[config.mk]
export PLATFORM = sky130hd
export DESIGN_NAME = irq_bank_ctrl
export DESIGN_NICKNAME = d
export VERILOG_FILES = /design/src/rtl/irq_bank_pkg.sv /design/src/rtl/irq_bank.sv /design/src/rtl/irq_prio.sv /design/src/rtl/irq_bank_ctrl.sv
export SDC_FILE = /design/constraint.sdc
export NUM_CORES = 1
export LEC_CHECK = 0
export CAP_MARGIN = 20
export CORE_AREA = 2 2 179 181
export DETAILED_ROUTE_END_ITERATION = 8
export DIE_AREA = 0 0 181 183
export DONT_BUFFER_PORTS = 1
export GPL_TIMING_DRIVEN = 0
export PLACE_DENSITY = 0.69
export SETUP_SLACK_MARGIN = 0.02
export SLEW_MARGIN = 20
export SYNTH_ARGS = -nofsm -noshare
export SYNTH_HDL_FRONTEND = slang
export SYNTH_HIERARCHICAL = 1
export SYNTH_SLANG_ARGS = --single-unit
[constraint.sdc]
create_clock -name clk -period 2.7 [get_ports clk]
set_input_delay 0.135 -clock clk [delete_from_list [all_inputs] [get_ports clk]]
set_output_delay 0.135 -clock clk [all_outputs]
set_load 0.03 [all_outputs]
[src/rtl/irq_bank_pkg.sv]
package irq_bank_pkg;
  localparam int unsigned DATA_W    = 32;
  localparam int unsigned NUM_BANKS = 2;
  localparam int unsigned NUM_SRC   = DATA_W * NUM_BANKS;
  localparam int unsigned IDX_W     = $clog2(NUM_SRC);
  localparam int unsigned ADDR_W    = 6;

  typedef enum logic [1:0] {
    REG_EVT = 2'd0,
    REG_EN  = 2'd1,
    REG_ACK = 2'd2,
    REG_LVL = 2'd3
  } reg_sel_e;
endpackage

[src/rtl/irq_bank.sv]
module irq_bank #(
  parameter int unsigned W     = 32,
  parameter int unsigned SYNC  = 2
) (
  input  logic         clk,
  input  logic         rst_n,
  input  logic [W-1:0] src_i,
  input  logic         en_we_i,
  input  logic         ack_we_i,
  input  logic [W-1:0] wdata_i,
  output logic [W-1:0] event_o,
  output logic [W-1:0] enable_o,
  output logic [W-1:0] level_o,
  output logic [W-1:0] pend_o
);
  logic [W-1:0] sync_q [SYNC];
  logic [W-1:0] prev_q;
  logic [W-1:0] evt_q, evt_d;
  logic [W-1:0] en_q;
  logic [W-1:0] rise;
  logic [W-1:0] ack_mask;

  assign level_o = sync_q[SYNC-1];

  always_comb begin
    rise     = level_o & ~prev_q;
    ack_mask = ack_we_i ? wdata_i : '0;
    evt_d    = (evt_q & ~ack_mask) | (rise & en_q);
  end

  always_ff @(posedge clk or negedge rst_n) begin
    if (!rst_n) begin
      for (int s = 0; s < SYNC; s++) sync_q[s] <= '0;
      prev_q <= '0;
      evt_q  <= '0;
    end else begin
      sync_q[0] <= src_i;
      for (int s = 1; s < SYNC; s++) sync_q[s] <= sync_q[s-1];
      prev_q <= level_o;
      evt_q  <= evt_d;
    end
  end

  always_ff @(posedge clk or negedge rst_n) begin
    if (!rst_n) begin
      en_q <= '0;
    end else if (en_we_i) begin
      en_q <= wdata_i;
    end
  end

  assign event_o  = evt_q;
  assign enable_o = en_q;
  assign pend_o   = (evt_q | level_o) & en_q;
endmodule

[src/rtl/irq_prio.sv]
module irq_prio #(
  parameter int unsigned N     = 64,
  parameter int unsigned IDX_W = $clog2(N)
) (
  input  logic [N-1:0]     pend_i,
  output logic             valid_o,
  output logic [IDX_W-1:0] idx_o
);
  always_comb begin
    valid_o = 1'b0;
    idx_o   = '0;
    for (int i = 0; i < N; i++) begin
      if (pend_i[i]) begin
        valid_o = 1'b1;
        idx_o   = IDX_W'(i);
      end
    end
  end
endmodule

[src/rtl/irq_bank_ctrl.sv]
module irq_bank_ctrl
  import irq_bank_pkg::*;
(
  input  logic                clk,
  input  logic                rst_n,
  input  logic [NUM_SRC-1:0]  src_i,
  input  logic                wr_en_i,
  input  logic [ADDR_W-1:0]   addr_i,
  input  logic [DATA_W-1:0]   wdata_i,
  output logic [DATA_W-1:0]   rdata_o,
  output logic                irq_o
);
  localparam int unsigned BLK_W = ADDR_W - 4;

  logic [NUM_SRC-1:0]   evt_all, en_all, lvl_all, pend_all;
  logic [NUM_BANKS-1:0] bank_hit;
  logic [1:0]           reg_off;
  logic [BLK_W-1:0]     blk;
  logic                 vec_valid;
  logic [IDX_W-1:0]     vec_idx;
  logic                 irq_d, irq_q;

  assign reg_off = addr_i[3:2];
  assign blk     = addr_i[ADDR_W-1:4];

  for (genvar b = 0; b < NUM_BANKS; b++) begin : g_bank
    localparam int unsigned LO = b * DATA_W;
    logic en_we, ack_we;
    assign bank_hit[b] = (blk == BLK_W'(NUM_BANKS - b));
    assign en_we  = wr_en_i & bank_hit[b] & (reg_off == REG_EN);
    assign ack_we = wr_en_i & bank_hit[b] & (reg_off == REG_ACK);

    irq_bank #(.W(DATA_W), .SYNC(2)) u_bank (
      .clk      (clk),
      .rst_n    (rst_n),
      .src_i    (src_i[LO +: DATA_W]),
      .en_we_i  (en_we),
      .ack_we_i (ack_we),
      .wdata_i  (wdata_i),
      .event_o  (evt_all[LO +: DATA_W]),
      .enable_o (en_all[LO +: DATA_W]),
      .level_o  (lvl_all[LO +: DATA_W]),
      .pend_o   (pend_all[LO +: DATA_W])
    );
  end

  irq_prio #(.N(NUM_SRC), .IDX_W(IDX_W)) u_prio (
    .pend_i  (pend_all),
    .valid_o (vec_valid),
    .idx_o   (vec_idx)
  );

  always_comb begin
    rdata_o = '0;
    if (blk == '0 && reg_off == 2'd0) begin
      rdata_o[DATA_W-1]  = vec_valid;
      rdata_o[IDX_W-1:0] = vec_idx;
    end
    for (int b = 0; b < NUM_BANKS; b++) begin
      if (bank_hit[b]) begin
        case (reg_off)
          REG_EVT: rdata_o = evt_all[b*DATA_W +: DATA_W];
          REG_EN:  rdata_o = en_all[b*DATA_W +: DATA_W];
          REG_LVL: rdata_o = lvl_all[b*DATA_W +: DATA_W];
          default: rdata_o = '0;
        endcase
      end
    end
  end

  assign irq_d = |pend_all;

  always_ff @(posedge clk or negedge rst_n) begin
    if (!rst_n) irq_q <= 1'b0;
    else        irq_q <= irq_d;
  end

  assign irq_o = irq_q;
endmodule

Word-level counts from Yosys, hierarchy flattened:

Cells that the tools add are included.

* register bits: 321
* input bits: 105
* logic and storage cells: 177

* equal/unequal tests: 5
* mux-type cells: 135
* bitwise gates (word level): 22
* reduce and logical (&&, ||, !) cells: 4

Operator list (count)
* bitwise AND 32 bit: 8
* 2-to-1 mux 6 bit: 33
* one-hot mux 32 bit (3 select lines): 2
* 2-to-1 mux 32 bit: 4
* inverter 32 bit: 4
* bitwise OR 32 bit: 4
* 2-to-1 mux 5 bit: 16
* 2-to-1 mux 1 bit: 66
* OR reduction 64 bit: 1
* 2-to-1 mux 4 bit: 8
* 2-to-1 mux 3 bit: 4
* bitwise AND 1 bit: 6
* == test 2 bit, second input constant: 3
* == test 2 x 1 -> 1 bit, second input constant: 2
* logical NOT 2 bit: 2
* 2-to-1 mux 2 bit: 2
* logical AND 1 bit: 1

Depth between registers and ports, before layout:

* word-level depth: 69
* gate-level depth with buffers: 9

Modules after synthesis:

The synthesis kept the hierarchy.

By module, submodules not included
* irq_bank: times used 2, cells each 359, area an instance 5564.1 um^2
* irq_bank_ctrl: times used 1, cells each 296, area an instance 1940.6 um^2
* irq_prio: times used 1, cells each 143, area an instance 827.0 um^2

Worst setup path before layout:

Ideal clock, no wire load.

* path type: register to output
* start: register g_bank[0].u_bank.sync_q, in the netlist g_bank[0].u_bank/level_o[24]
* end: output port rdata_o[31]
* data arrival time: 2.071 ns
* data required time: 2.565 ns
* setup slack: 0.494 ns
* stages on the path, launching flop included: 8
* cell sequence: dfrtp_1 -> o21a_1 -> nor4_2 -> nand3_1 -> nand2b_1 -> or4_1 -> a22oi_1 -> o21ai_1

* cells in the longest elaborated chain, start to end: 45

Ends and longest elaborated chain
* from (decl): RTL line irq_bank.sv:16 `logic [W-1:0] sync_q [SYNC];`
* bitwise OR 32 bit: RTL line irq_bank.sv:54 `assign pend_o = (evt_q | level_o) & en_q;`
* bitwise AND 32 bit: RTL line irq_bank.sv:54
* net pend_all[24]: RTL line irq_bank_ctrl.sv:15 `logic [NUM_SRC-1:0] evt_all, en_all, lvl_all, pend_all;`
* 2-to-1 mux 1 bit (40 in a row): RTL line irq_prio.sv:13 `if (pend_i[i]) begin`
* net vec_valid: RTL line irq_bank_ctrl.sv:19 `logic vec_valid;`
* 2-to-1 mux 1 bit: RTL line irq_bank_ctrl.sv:55 `if (blk == '0 && reg_off == 2'd0) begin`
* 2-to-1 mux 32 bit (2 in a row): RTL line irq_bank_ctrl.sv:60 `if (bank_hit[b]) begin`
* to (decl): RTL line irq_bank_ctrl.sv:10 `output logic [DATA_W-1:0] rdata_o,`

The timed path passes the listed nets, and every way through them passes these cells.

Final worst setup path:

* start: register g_bank[1].u_bank.sync_q, in the netlist g_bank[1].u_bank/level_o[10]
* end: output port rdata_o[31]

* cells in the longest elaborated chain, start to end: 27

Ends and longest elaborated chain (RTL line)
* from (decl): irq_bank.sv:16
* bitwise OR 32 bit: irq_bank.sv:54
* bitwise AND 32 bit: irq_bank.sv:54
* net pend_all[42]: irq_bank_ctrl.sv:15
* 2-to-1 mux 1 bit (22 in a row): irq_prio.sv:13
* net vec_valid: irq_bank_ctrl.sv:19
* 2-to-1 mux 1 bit: irq_bank_ctrl.sv:55
* 2-to-1 mux 32 bit (2 in a row): irq_bank_ctrl.sv:60

The timed path passes the listed nets, and every way through them passes these cells.

==> flow_metrics.env <==
export IMPL_synth_compound_area_share_pct=14.04
export IMPL_cp_arrival_ns=2.74
export IMPL_h_tree_depth=2
export IMPL_ys_flop_type="dfrtp_1"
export IMPL_ios=138
export IMPL_ys_seq_area_share_pct=57.81
export IMPL_dr_total_vias=9862
export IMPL_io_buffers=0
export IMPL_yosys_area_share_simple_pct=10.15
export IMPL_grt_pass1_vias=9970
export IMPL_wl_per_cell_microns=21.10
export IMPL_antenna_found_initial=2
export IMPL_cts_clk_slew_worst_paths_ns=0.06
export IMPL_path_class="flip-flop to primary output"
export IMPL_synth_mux_area_fraction_pct=11.42
export IMPL_fp_dieH_microns=183
export IMPL_final_net_count=1449
export IMPL_p_leak_nw=7.379
export IMPL_cap_viol_max_count=0
export IMPL_clk_path_buf_depth=3
export IMPL_synthesis_area_sq_um=13900
export IMPL_timing_final_crit_share_pct=106.5
export IMPL_initial_core_util_pct=44.50
export IMPL_synthAdderAreaFrac_pct=0
export IMPL_synth_edf_count=0
export IMPL_power_density_nw_per_um2=808.4
export IMPL_placement_rows=65
export IMPL_cp_end_kind="primary output"
export IMPL_ant_nets=0
export IMPL_finClkSkew_ns=0.01744
export IMPL_cts_buffers=36
export IMPL_required_ns=2.57
export IMPL_reg2reg_depth=5
export IMPL_path_max_fanout=5
export IMPL_grt_overflow=0
export IMPL_grt_usage_pct=22.62
export IMPL_clock_fmax_mhz=347.8
export IMPL_cp_start_kind="flip-flop"
export IMPL_synth_avg_cell_area_sq_um=12.01
export IMPL_power_w=0.01416
export IMPL_cts_sinks=321
export IMPL_setup_viol=6
export IMPL_postLayoutSetupSlackWorst_ns=-0.1750
export IMPL_cts_root_buffer="clkbuf_16"
export IMPL_ys_types=52
export IMPL_synth_xor_area_share_pct=0
export IMPL_core_area_sq_um=31230
export IMPL_cts_tree="done"
export IMPL_drt_iter0_drc=618
export IMPL_ys_seq_elements=321
export IMPL_finalWeightedCongestion=0.8772
export IMPL_grt_pass1_wl_microns=57680
export IMPL_fp_dieW_microns=181
export IMPL_status="finished, violations left"
export IMPL_grt_max_degree=322
export IMPL_viasPerCell=5.565
export IMPL_min_path_type="primary input to asynchronous set/reset pin"
export IMPL_ir_drop_mv=0.5582
export IMPL_postCtsHoldBufs=96
export IMPL_ys_async_sr_fraction_pct=100.0
export IMPL_drive_gt1_share_pct=26.95
export IMPL_max_slew_margin_pct=43.60
export IMPL_area_growth_pct=26.02
export IMPL_finalMaxSlewViolations=0
export IMPL_dieArea_sq_um=33120
export IMPL_synth_fp_nets=1262
export IMPL_drc=0
export IMPL_rsz0062_at_grt="true"
export IMPL_dp_hpwl_microns=24040
export IMPL_violations="negative hold slack, negative setup slack"
export IMPL_synth_top_family_by_area="compound AO/OA/AOI/OAI gates"
export IMPL_syn_inst=1157
export IMPL_worst_pin_slew_ns=0.8586
export IMPL_totalWireLength_microns=37390
export IMPL_synth_warnings=6
export IMPL_period_needed_ns=2.875
export IMPL_firstDrtPassIters=5
export IMPL_clk_latency_ns=0.52
export IMPL_fin_hold_ws_ns=-0.6584
export IMPL_hold_violations=321
==> area by class of cell <==
class | count | area [sq um]
flip-flops and latches | 321 | 8039
multi-input cells | 716 | 5406
fillers | 2595 | 13720
well taps | 402 | 503.0
diodes | 1 | 2.502
inverters | 13 | 48.80
clock buffers | 44 | 982.2
clock inverters | 19 | 304.0
repair buffers | 149 | 1359
plain buffers | 107 | 867.1
==> final timing paths <==
| path | startpoint | end | slack [ns] |
|---|---|---|---|
| worst max-delay path | g_bank[1].u_bank/level_o[10] | rdata_o[31] | -0.17 |
| worst min-delay path | rst_n | g_bank[1].u_bank/sync_q[54] | -0.66 |
| worst max register to register | g_bank[0].u_bank/level_o[6] | irq_o | 0.48 |
| worst min register to register | g_bank[0].u_bank/sync_q[42] | g_bank[0].u_bank/level_o[10] | 0.34 |
| max in group asynchronous | rst_n | g_bank[0].u_bank/sync_q[39] | 2.97 |
| min in group clk | wr_en_i | g_bank[1].u_bank/event_o[31] | 0.02 |
==> cell families (layout without fill, tap and decap cells) <==
family,Yosys count,count (layout)
other,0,1
AO/OA/AOI/OAI,281,281
buffers and inverters,120,332
AND/OR/NAND/NOR,307,307
flip-flops,321,321
multiplexers,128,128
==> power breakdown <==
part / leakage [nW] / switching [W] / total, W / internal [W]
Sequential: 3.65 / 0.000503 / 0.00587 / 0.00537
Clock: 0.631 / 0.00193 / 0.00529 / 0.00335
Combinational: 3.09 / 0.00152 / 0.00300 / 0.00148
Total: 7.38 / 0.00395 / 0.0142 / 0.0102
==> timing repair <==
action | 4_1_cts | 5_1_grt
endpoints found under the setup margin | 7 | 7
buffers inserted | 35 | 18
resized for setup | 89 | 28
endpoints found under the hold margin | 513 | 321
pin swaps | 25 | 22
==> registers in the layout, summed over array words and instances, names as in the netlist <==
register                flops
g_bank.u_bank/enable_o     64
g_bank.u_bank/event_o      64
g_bank.u_bank/level_o      64
g_bank.u_bank/prev_q       64
g_bank.u_bank/sync_q       64
irq_o                       1
==> critical path, stage by stage (launching register included) <==
cell and delay (ns):
dfrtp_2 0.43, o21a_4 0.23, nor4_4 0.33, nand2_1 0.13
nor2_2 0.16, nand2_2 0.10, or4_4 0.46, a22oi_2 0.24
o21ai_4 0.15
==> cell usage after synthesis, types with 3 or more instances <==
| library cell | instances | area share [%] |
|---|---|---|
| a211oi_1 | 4 | 0.22 |
| a21oi_1 | 72 | 2.6 |
| a22oi_1 | 7 | 0.38 |
| buf_1 | 5 | 0.14 |
| buf_12 | 6 | 0.86 |
| buf_2 | 12 | 0.43 |
| buf_4 | 68 | 3.7 |
| buf_6 | 13 | 1.1 |
| clkbuf_1 | 3 | 0.081 |
| dfrtp_1 | 321 | 58 |
| inv_1 | 13 | 0.35 |
| mux2_2 | 4 | 0.32 |
| mux2_4 | 60 | 6.5 |
| mux2i_1 | 64 | 4.6 |
| nand2_1 | 140 | 3.8 |
| nand2b_1 | 3 | 0.14 |
| nand3_1 | 13 | 0.47 |
| nand4_1 | 6 | 0.27 |
| nor2_1 | 89 | 2.4 |
| nor3_1 | 7 | 0.25 |
| nor4_1 | 25 | 1.1 |
| nor4_2 | 6 | 0.54 |
| o21a_1 | 65 | 3.5 |
| o21ai_0 | 11 | 0.40 |
| o21ai_1 | 12 | 0.43 |
| o21bai_1 | 5 | 0.27 |
| o22ai_1 | 23 | 1.0 |
| o2bb2ai_1 | 64 | 4.0 |
| o31ai_1 | 4 | 0.22 |
==> metrics by stage <==
step / TNS [ns] / cell area, sq um / setup WS (ns) / util, % / std cells
6_report: -0.5217 / 17510 / -0.1750 / 56.07 / 1772
3_5_place_dp: -0.005564 / 14400 / -0.005564 / 46.11 / 1559
5_1_grt: -1.087 / 17510 / -0.2421 / 56.07 / 1772
4_1_cts: -0.6447 / 17250 / -0.1925 / 55.23 / 1753
3_3_place_gp: -0.01293 / 14400 / -0.01293 / 46.11 / 1559
2_1_floorplan: 0 / 13900 / 0.4937 / - / 1157
==> routing by layer <==
layer	vias to the layer above	track usage, %	wire [microns]
li1	4432	-	-
met1	4999	30.41	16000
met2	345	35.82	17340
met3	86	5.481	2801
met4	0	8.260	1257
met5	-	1.037	0
==> cells in the final DEF (no fill, tap or decap), drive strengths merged, types with 5 or more instances in the layout <==
| cell | synthesis | routed |
|---|---|---|
| a21oi | 72 | 72 |
| a22oi | 7 | 7 |
| buf | 104 | 157 |
| bufinv | 0 | 8 |
| clkbuf | 3 | 47 |
| clkinv | 0 | 8 |
| dfrtp | 321 | 321 |
| dlygate4sd3 | 0 | 96 |
| inv | 13 | 14 |
| mux2 | 64 | 64 |
| mux2i | 64 | 64 |
| nand2 | 140 | 140 |
| nand3 | 15 | 15 |
| nand4 | 6 | 6 |
| nor2 | 90 | 90 |
| nor3 | 7 | 7 |
| nor4 | 33 | 33 |
| o21a | 65 | 65 |
| o21ai | 23 | 23 |
| o21bai | 5 | 5 |
| o22ai | 25 | 25 |
| o2bb2ai | 64 | 64 |
Note: power is estimated with default switching activity, not from simulation.
